## config.mk

```make
export PLATFORM = sky130hd
export DESIGN_NAME = swint_pending
export DESIGN_NICKNAME = d
export VERILOG_FILES = /design/src/rtl/swint_pkg.sv /design/src/rtl/swint_decode.sv /design/src/rtl/swint_operand.sv /design/src/rtl/swint_next.sv /design/src/rtl/swint_pending.sv
export SDC_FILE = /design/constraint.sdc
export NUM_CORES = 1
export LEC_CHECK = 0
export BUFFER_PORTS_ARGS = -buffer_cell sky130_fd_sc_hd__buf_2
export CORE_MARGIN = 8
export CORE_UTILIZATION = 45
export DETAILED_ROUTE_END_ITERATION = 8
export PLACE_DENSITY = 0.83
export SLEW_MARGIN = 20
export SYNTH_ARGS = -nofsm -noshare
export SYNTH_HDL_FRONTEND = slang
export SYNTH_SLANG_ARGS = --single-unit
```

## constraint.sdc

```tcl
create_clock -name clk_i -period 4 [get_ports clk_i]
set_input_delay 0 -clock clk_i [delete_from_list [all_inputs] [get_ports clk_i]]
set_output_delay 0 -clock clk_i [all_outputs]
set_load 0.01 [all_outputs]
```

## src/rtl/swint_pkg.sv

```systemverilog
package swint_pkg;
   typedef enum logic [1:0] {
      SW_NONE = 2'd0,
      SW_OR   = 2'd1,
      SW_ANDN = 2'd2,
      SW_LOAD = 2'd3
   } sw_kind_e;
endpackage

```

## src/rtl/swint_decode.sv

```systemverilog
module swint_decode
   import swint_pkg::*;
#(
   parameter int unsigned OP_W = 6,
   parameter logic [OP_W-1:0] CODE_SET = 'h14,
   parameter logic [OP_W-1:0] CODE_CLR = 'h15,
   parameter logic [OP_W-1:0] CODE_WR  = 'h16
) (
   input  logic [OP_W-1:0] op_i,
   output sw_kind_e        kind_o
);
   always_comb begin
      kind_o = SW_NONE;
      if (op_i == CODE_SET)      kind_o = SW_OR;
      else if (op_i == CODE_CLR) kind_o = SW_ANDN;
      else if (op_i == CODE_WR)  kind_o = SW_LOAD;
   end
endmodule

```

## src/rtl/swint_operand.sv

```systemverilog
module swint_operand #(
   parameter int unsigned SRC_W = 64,
   parameter int unsigned REG_W = 32
) (
   input  logic [SRC_W-1:0] src1_i,
   input  logic [SRC_W-1:0] src2_i,
   output logic [REG_W-1:0] opnd_o
);
   generate
      if (REG_W == SRC_W) begin : g_full
         assign opnd_o = src1_i ^ src2_i;
      end else begin : g_trunc
         logic unused_hi;
         assign unused_hi = ^{src1_i[SRC_W-1:REG_W], src2_i[SRC_W-1:REG_W]};
         assign opnd_o    = src1_i[REG_W-1:0] ^ src2_i[REG_W-1:0];
      end
   endgenerate
endmodule

```

## src/rtl/swint_next.sv

```systemverilog
module swint_next
   import swint_pkg::*;
#(
   parameter int unsigned REG_W = 32
) (
   input  logic [REG_W-1:0] cur_i,
   input  logic [REG_W-1:0] opnd_i,
   input  sw_kind_e         kind_i,
   input  logic             priv_i,
   output logic [REG_W-1:0] nxt_o,
   output logic             upd_o
);
   always_comb begin
      unique case (kind_i)
         SW_OR:   nxt_o = cur_i | opnd_i;
         SW_ANDN: nxt_o = cur_i & ~opnd_i;
         SW_LOAD: nxt_o = opnd_i;
         default: nxt_o = cur_i;
      endcase
   end
   assign upd_o = priv_i && (kind_i != SW_NONE);
endmodule

```

## src/rtl/swint_pending.sv

```systemverilog
module swint_pending
   import swint_pkg::*;
#(
   parameter int unsigned SRC_W = 64,
   parameter int unsigned REG_W = 32,
   parameter int unsigned OP_W  = 6,
   parameter logic [OP_W-1:0] CODE_SET = 'h14,
   parameter logic [OP_W-1:0] CODE_CLR = 'h15,
   parameter logic [OP_W-1:0] CODE_WR  = 'h16
) (
   input  logic             clk_i,
   input  logic             rst_i,
   input  logic [OP_W-1:0]  op_i,
   input  logic [SRC_W-1:0] src1_i,
   input  logic [SRC_W-1:0] src2_i,
   input  logic             priv_i,
   input  logic             ien_i,
   output logic [REG_W-1:0] pend_o,
   output logic             recheck_o,
   output logic             illegal_o
);
   localparam logic [REG_W-1:0] ZERO = '0;

   generate
      if (REG_W == 0 || REG_W > SRC_W) begin : g_bad_width
         $error("swint_pending: REG_W must be 1..SRC_W");
      end
      if (CODE_SET == CODE_CLR || CODE_SET == CODE_WR || CODE_CLR == CODE_WR) begin : g_bad_codes
         $error("swint_pending: operation codes must be distinct");
      end
   endgenerate

   sw_kind_e         kind;
   logic [REG_W-1:0] opnd;
   logic [REG_W-1:0] nxt;
   logic             upd;
   logic [REG_W-1:0] pend_q;
   logic             recheck_q;
   logic             ill_q;

   swint_decode #(.OP_W(OP_W), .CODE_SET(CODE_SET), .CODE_CLR(CODE_CLR), .CODE_WR(CODE_WR))
      i_decode (.op_i(op_i), .kind_o(kind));

   swint_operand #(.SRC_W(SRC_W), .REG_W(REG_W))
      i_operand (.src1_i(src1_i), .src2_i(src2_i), .opnd_o(opnd));

   swint_next #(.REG_W(REG_W))
      i_next (.cur_i(pend_q), .opnd_i(opnd), .kind_i(kind), .priv_i(priv_i),
              .nxt_o(nxt), .upd_o(upd));

   always_ff @(posedge clk_i) begin
      if (rst_i) begin
         pend_q    <= ZERO;
         recheck_q <= 1'b0;
         ill_q     <= 1'b0;
      end else begin
         ill_q     <= (kind != SW_NONE) && !priv_i;
         recheck_q <= upd && ien_i && (nxt != pend_q);
         if (upd) pend_q <= nxt;
      end
   end

   assign pend_o    = pend_q;
   assign recheck_o = recheck_q;
   assign illegal_o = ill_q;

   // write loads the truncated XOR operand
   p_write_r2: assert property (@(posedge clk_i) disable iff (rst_i)
      (priv_i && op_i == CODE_WR) |=> (pend_o == $past(opnd)));
   // set leaves every operand bit on
   p_set_r3: assert property (@(posedge clk_i) disable iff (rst_i)
      (priv_i && op_i == CODE_SET) |=> ((pend_o & $past(opnd)) == $past(opnd)));
   // clear leaves every operand bit off
   p_clear_r4: assert property (@(posedge clk_i) disable iff (rst_i)
      (priv_i && op_i == CODE_CLR) |=> ((pend_o & $past(opnd)) == ZERO));
   // foreign codes touch nothing
   p_foreign_r5: assert property (@(posedge clk_i) disable iff (rst_i)
      (op_i != CODE_SET && op_i != CODE_CLR && op_i != CODE_WR)
      |=> ($stable(pend_o) && !recheck_o && !illegal_o));
   // user-mode attempts are flagged and blocked
   p_user_r6: assert property (@(posedge clk_i) disable iff (rst_i)
      (!priv_i && (op_i == CODE_SET || op_i == CODE_CLR || op_i == CODE_WR))
      |=> (illegal_o && $stable(pend_o) && !recheck_o));
   // strobe implies a real change with interrupts enabled
   p_strobe_r7: assert property (@(posedge clk_i) disable iff (rst_i)
      recheck_o |-> (pend_o != $past(pend_o)) && $past(ien_i));
   // no change, no strobe
   p_quiet_r8: assert property (@(posedge clk_i) disable iff (rst_i)
      (pend_o == $past(pend_o)) |-> !recheck_o);
   // illegal flag only right after an offending op
   p_ill_once_r10: assert property (@(posedge clk_i) disable iff (rst_i)
      illegal_o |-> $past(!priv_i && (op_i == CODE_SET || op_i == CODE_CLR || op_i == CODE_WR)));
endmodule

```

==> impl_metrics.toml, run 1 <==
[finish]
nNetsFinal = 606
diodes = 0
drive_above_1_share = 0.2729
fillCellCount = 609
area_growth_pct = 22.91

[critical_path]
worstSetupPathType = "input port to flop"
start_kind = "input port"
rrSetupSlack_ns = 2.05
critPathMaxFanout = 24
endpoint_kind = "flop"
reg2reg_depth = 6
worstPathRequired_ns = 4.17
timing.rr.start = "pend_o[20]"
crit_arrival_ns = 2.50
r2r_end = "recheck_o"

[synthesis]
synth_edf_count = 0
synth_cells = 376
syn_area_per_cell_sq_um = 7.654
seq_area_frac_synth = 0.2365
synth_seq_cells = 34
syn_area_sq_um = 2878
synth_nets = 514
async_reset_ff_frac = 0
synthFlopType = "dfxtp_1"
synth.distinct_cells = 55
ys_warn_count = 0

[routing]
vias = 3226
wl_per_cell_um = 16.70
vias_per_cell = 5.908
ant_nets = 0
drtIter0Drc = 257
drc_errors = 0
wl_um = 9119
dr.pass1.iters = 5

[timing]
clock_skew_ns = 0.002623
fin_crit_sh = 0.5816
worst_pin_slew_ns = 0.8645
setup_viol = 0
hold_viol = 0
rsz0062_at_grt = "false"
hold_slack_ns = 0.1690
max-slew-margin-rel = 0.4215
report.final.slew_viol_count = 0
finalSetupTns_ns = 0
layout_min_cycle_time_ns = 2.326
fmax_mhz = 429.8

[power_and_ir_drop]
leakagePower_nw = 1.495
comb_power_share = 0.253
pwr-share-seq = 0.385
netSwitchingPower_mw = 0.2725
netSwitchingFraction = 0.3046
clkPwrFrac = 0.362
power.density_nw_per_um2 = 252.9
p_int_mw = 0.6221
max-vdd-ir-drop_mv = 0.1206

[min_path]
whs_path_depth = 4
holdPathEnd = "pend_o[10]"
worstHoldStart = "src1_i[10]"
min_path_type = "input port to flop"

[clocking]
postCtsResizedCells = 0
cts.htree.levels = 2
clk_latency_ns = 0.29
cts_root_buffer = "clkbuf_8"
clk_pin_slew_ns = 0.08
cts_setup_buffers = 0
cts.path.max_buffers = 2
cts_inserted_buffers = 5
cts_tree = "done"
cts_hold_buffers = 2
cts_sinks = 34

[floorplan]
fp.coreArea_sq_um = 6277
die_height_um = 95.97
die_w_um = 95.97
io_pins = 172
die_area_sq_um = 9210
start_util = 0.4584
rows = 29

[global_routing]
antenna_found_initial = 0
grt-ovfl-total = 0
grt_pass1_vias = 3090
grt_first_pass_wirelength_um = 14340
track_usage = 0.1920
grt_max_degree = 38

[flow_run]
drv_cap = 0

[outcome]
status = "completed"

[place]
hpwl_um = 6643
gp_congestion = 0.8544
port_buffers = 107
## per-layer routing
metal  global-route usage  share of wire  routed length, um  vias up
li1                     -              -                  -     1554
met1               0.2403           0.41               3770     1493
met2               0.3149           0.47               4328      163
met3              0.05382          0.098                890       16
met4              0.05250          0.014                130        0
met5                    0              0                  0        -
## final cells by class
class                           instances  area, sq um  area share
Clock buffer                            5        68.82     0.01946
Clock inverter                          3        40.04     0.01132
Inverter                               12        45.04     0.01273
Multi-Input combinational cell        304         2036      0.5755
Sequential cell                        34        680.7      0.1924
Tap cell                               77        96.34     0.02724
Timing Repair Buffer                  111        570.5      0.1613
## cell usage after synthesis (2+ instances only)
master	number	area, sq um
mux2i_1	28	280.3
nor4_1	2	12.51
buf_2	7	35.03
inv_2	2	7.510
a21o_1	2	15.01
nand2_1	48	180.2
o211ai_1	4	30.03
nor3_1	2	10.01
a21oi_1	11	55.05
nor2_1	42	157.7
xnor2_1	22	192.7
o2bb2ai_1	9	78.83
nand2b_1	3	18.77
nand3_1	8	40.04
nand3b_1	10	75.07
o21ai_0	18	90.09
xor2_1	12	105.1
inv_1	10	37.54
a2bb2oi_1	12	105.1
a211oi_1	3	22.52
dfxtp_1	34	680.7
a22oi_1	28	210.2
clkbuf_1	15	56.30
nand4_1	2	12.51
buf_4	3	22.52
a222oi_1	2	20.02
o22ai_1	8	50.05
nor2b_1	2	12.51
## power groups by stage
stage / sequential [mW] / combinational (mW) / clock [mW]
after floorplan: 0.353 / 0.146 / 0
after global placement: 0.352 / 0.216 / 0
after detailed placement: 0.353 / 0.221 / 0
after CTS: 0.345 / 0.224 / 0.323
after global routing: 0.345 / 0.246 / 0.337
final: 0.345 / 0.226 / 0.324
## cell usage in the layout, fill, tap and decap left out, types with 2 or more instances in the layout
cell,netlist,layout
nand4_1,2,2
a2bb2oi_1,12,12
a211oi_1,3,3
a21o_1,2,2
buf_4,3,2
inv_1,10,10
a22oi_1,28,28
a222oi_1,2,2
mux2i_1,28,28
dfxtp_1,34,34
nor4_1,2,2
clkbuf_8,0,5
o2bb2ai_1,9,9
buf_2,7,107
xnor2_1,22,22
a21oi_1,11,11
dlygate4sd3_1,0,2
nand3_1,8,8
nand3b_1,10,10
o21ai_0,18,18
nand2b_1,3,3
nor2_1,42,42
nor3_1,2,2
xor2_1,12,12
clkinv_2,0,2
o22ai_1,8,8
nand2_1,48,48
inv_2,2,2
nor2b_1,2,2
and3_2,1,2
o211ai_1,4,4
## worst max-delay path by stage
stage / startpoint / cells past startpoint / end
global route: op_i[1] / 7 / recheck_o
global placement: op_i[1] / 7 / recheck_o
floorplan: pend_o[8] / 5 / recheck_o
finish: op_i[1] / 7 / recheck_o
CTS: op_i[1] / 7 / recheck_o
detailed placement: op_i[1] / 7 / recheck_o
## worst max-delay path: stages
cell and delay, ns:
buf_2 0.38, nand2b_1 0.64, mux2i_1 0.14, a2111oi_0 0.70, nand3_1 0.17, nor4_1 0.33
a21oi_1 0.12
## kinds of logic after synthesis
family,share of synthesized area
AO/OA/AOI/OAI,0.2817
multiplexers,0.09739
AND/OR/NAND/NOR,0.2187
buffers and inverters,0.05652
XOR/XNOR,0.1091
flip-flops,0.2365
## sequential cells by signal, indices dropped and copies added, names as in the netlist
| register | count |
|---|---|
| pend_o | 32 |
| illegal_o | 1 |
| recheck_o | 1 |
## stage by stage
stage                     area [sq um]  power, mW  instances  setup WS, ns  utilization
final                             3537     0.8946        546         1.674       0.5635
after detailed placement          3407     0.5736        536         1.539       0.5428
after floorplan                   2878     0.4991        376         2.287            -
after global routing              3537     0.9283        546         1.425       0.5635
after CTS                         3536     0.8913        546         1.758       0.5633
after global placement            3407     0.5684        536         1.496       0.5428
Note: power is estimated with default switching activity, not from simulation.
==> inputs of run 2 (changes only) <==
--- a/config.mk
+++ b/config.mk
@@ -5,11 +5,12 @@
 export SDC_FILE = /design/constraint.sdc
 export NUM_CORES = 1
 export LEC_CHECK = 0
+export ABC_AREA = 1
 export BUFFER_PORTS_ARGS = -buffer_cell sky130_fd_sc_hd__buf_2
 export CORE_MARGIN = 8
 export CORE_UTILIZATION = 45
 export DETAILED_ROUTE_END_ITERATION = 8
-export PLACE_DENSITY = 0.83
+export PLACE_DENSITY = 0.76
 export SLEW_MARGIN = 20
 export SYNTH_ARGS = -nofsm -noshare
 export SYNTH_HDL_FRONTEND = slang
==> constraint.sdc (replaced) <==
create_clock -name clk_i -period 2.3 [get_ports clk_i]
set_input_delay 0 -clock clk_i [delete_from_list [all_inputs] [get_ports clk_i]]
set_output_delay 0 -clock clk_i [all_outputs]
set_load 0.01 [all_outputs]
==> impl_metrics.toml, run 2 <==
[clocking]
cts_sinks = 34
clk_latency_ns = 0.29
cts.htree.levels = 2
postCtsResizedCells = 0
cts_inserted_buffers = 5
clk_pin_slew_ns = 0.07
cts.path.max_buffers = 2
cts_root_buffer = "clkbuf_8"
cts_tree = "done"

[finish]
fin_util = 0.5468
drive_above_1_share = 0.1749
nNetsFinal = 1024
diodes = 0
largest_reg_flops = 32
layout.cells.most_common = "nand2_1"
area_growth_pct = 18.02
fillCellCount = 968
mostFrequentLayoutCells = "nand2_1 (225), inv_1 (141), nand3_1 (132), nor2_1 (108), buf_2 (107)"

[power_and_ir_drop]
max-vdd-ir-drop_mv = 0.1989
clkPwrFrac = 0.310
p_int_mw = 0.9467
netSwitchingFraction = 0.3357
pwr-share-seq = 0.428
netSwitchingPower_mw = 0.4784
comb_power_share = 0.262
fin_total_pwr_mw = 1.425
power.density_nw_per_um2 = 298.9
leakagePower_nw = 2.962

[floorplan]
die_height_um = 110.8
die_w_um = 110.8
io_pins = 172
rows = 34
die_area_sq_um = 12270
fp.coreArea_sq_um = 8721
start_util = 0.4633

[synthesis]
synth.distinct_cells = 29
seq_area_frac_synth = 0.1685
synth_seq_cells = 34
synth_commonest_cells = "nand2_1 (225), inv_1 (141), nand3_1 (132), nor2_1 (109), dfxtp_1 (34)"
async_reset_ff_frac = 0
synthFlopType = "dfxtp_1"
ys_warn_count = 0
syn_area_sq_um = 4040
synth_edf_count = 0
synth_cells = 784
netlist_top_cells_area = "nand2_1 (21%), dfxtp_1 (17%), nand3_1 (16%), inv_1 (13%), nor2_1 (10%)"
synth_top_area_share = 0.2090
syn_area_per_cell_sq_um = 5.153
synth_area_leader_cell = "nand2_1"
yosysMostFrequentCell = "nand2_1"
synth_nets = 922

[outcome]
status = "completed"

[global_routing]
antenna_found_initial = 0
grt_max_degree = 29
grt_first_pass_wirelength_um = 20600
track_usage = 0.1907
grt_pass1_vias = 4693
grt-ovfl-total = 0

[critical_path]
worstSetupPathType = "input port to flop"
start_kind = "input port"
crit_arrival_ns = 1.83
endpoint_kind = "flop"
worstPathRequired_ns = 2.48
critPathMaxFanout = 22

[flow_run]
drv_cap = 0

[routing]
drc_errors = 0
vias = 4981
drtIter0Drc = 278
wl_per_cell_um = 11.97
dr.pass1.iters = 5
vias_per_cell = 5.011
ant_nets = 0
wl_um = 11900

[timing]
report.final.slew_viol_count = 0
max-slew-margin-rel = 0.4884
layout_min_cycle_time_ns = 1.644
hold_slack_ns = 0.1061
hold_viol = 0
worst_pin_slew_ns = 0.7666
rsz0062_at_grt = "false"
fmax_mhz = 608.4
finalSetupTns_ns = 0
fin_crit_sh = 0.7147
setup_viol = 0
clock_skew_ns = 0.003068

[place]
hpwl_um = 8941
gp_congestion = 0.8513
port_buffers = 107

[min_path]
min_path_type = "input port to flop"
## run 2: changes by cell type after synthesis, moves of 9 or more
| cell | before | now |
|---|---|---|
| xor2_1 | 12 | 2 |
| xnor2_1 | 22 | 2 |
| nor2_1 | 42 | 109 |
| o211ai_1 | 4 | 17 |
| a22oi_1 | 28 | 0 |
| mux2i_1 | 28 | 0 |
| a21oi_1 | 11 | 20 |
| nand2_1 | 48 | 225 |
| a2bb2oi_1 | 12 | 0 |
| inv_1 | 10 | 141 |
| nand3_1 | 8 | 132 |
| o2bb2ai_1 | 9 | 0 |
| clkbuf_1 | 15 | 6 |
| nand3b_1 | 10 | 0 |
## run 2: cell type report
| cell class | count | area (sq um) | area share |
|---|---|---|---|
| clock buffer | 7 | 76.32 | 0.01601 |
| inverter | 147 | 551.8 | 0.1157 |
| multi-input combinational | 575 | 2654 | 0.5565 |
| sequential | 34 | 680.7 | 0.1427 |
| tap | 108 | 135.1 | 0.02834 |
| timing repair buffer | 123 | 670.6 | 0.1406 |
## run 2: logic make-up after synthesis
family | share of synthesized area
simple gates | 0.5463
buf+inv | 0.1753
compound gates | 0.1013
flops | 0.1685
xor+xnor | 0.008673
## run 2: timing repair
item | in CTS | in global routing
setup buffers | 0 | 0
hold endpoints to repair | 1 | 0
hold buffers | 1 | 0
## run 2: final timing paths
kind / startpoint / cells past startpoint / slack (ns) / to
max: op_i[0] / 15 / 0.66 / recheck_o
min: rst_i / 2 / 0.11 / pend_o[19]
max reg2reg: pend_o[19] / 10 / 0.75 / recheck_o
min reg2reg: pend_o[19] / 2 / 0.54 / pend_o[19]
## run 2: worst max-delay path: stages
cell     delay, ns
buf_2         0.13
nor2_1        0.21
inv_2         0.10
nor2_8        0.35
buf_4         0.20
nand2_2       0.05
and2_4        0.13
nand3_1       0.06
nand2_1       0.05
nor2_1        0.13
nand2_1       0.08
nor2_1        0.08
nand2_1       0.05
nor2_1        0.13
nor2_1        0.05
## run 2: through the flow
step	area (sq um)	setup WS, ns	std cells
after floorplan	4040	0.9273	784
after global placement	4682	0.3683	986
after detailed placement	4682	0.3723	986
after CTS	4768	0.6760	994
after global routing	4768	0.5037	994
final	4768	0.6563	994
## run 2: routing by layer
metal | global-route usage | vias to the layer above | share of wire
li1 | - | 2635 | -
met1 | 0.2255 | 2169 | 0.45
met2 | 0.3374 | 167 | 0.48
met3 | 0.04383 | 10 | 0.069
met4 | 0.04505 | 0 | 0.0088
met5 | 0 | - | 0
## run 2: power groups by stage
stage | Combinational, mW | Sequential (mW) | Clock (mW)
2_1_floorplan | 0.224 | 0.627 | 0
3_5_place_dp | 0.371 | 0.624 | 0
3_3_place_gp | 0.364 | 0.624 | 0
4_1_cts | 0.374 | 0.610 | 0.455
6_report | 0.373 | 0.610 | 0.442
5_1_grt | 0.426 | 0.612 | 0.471
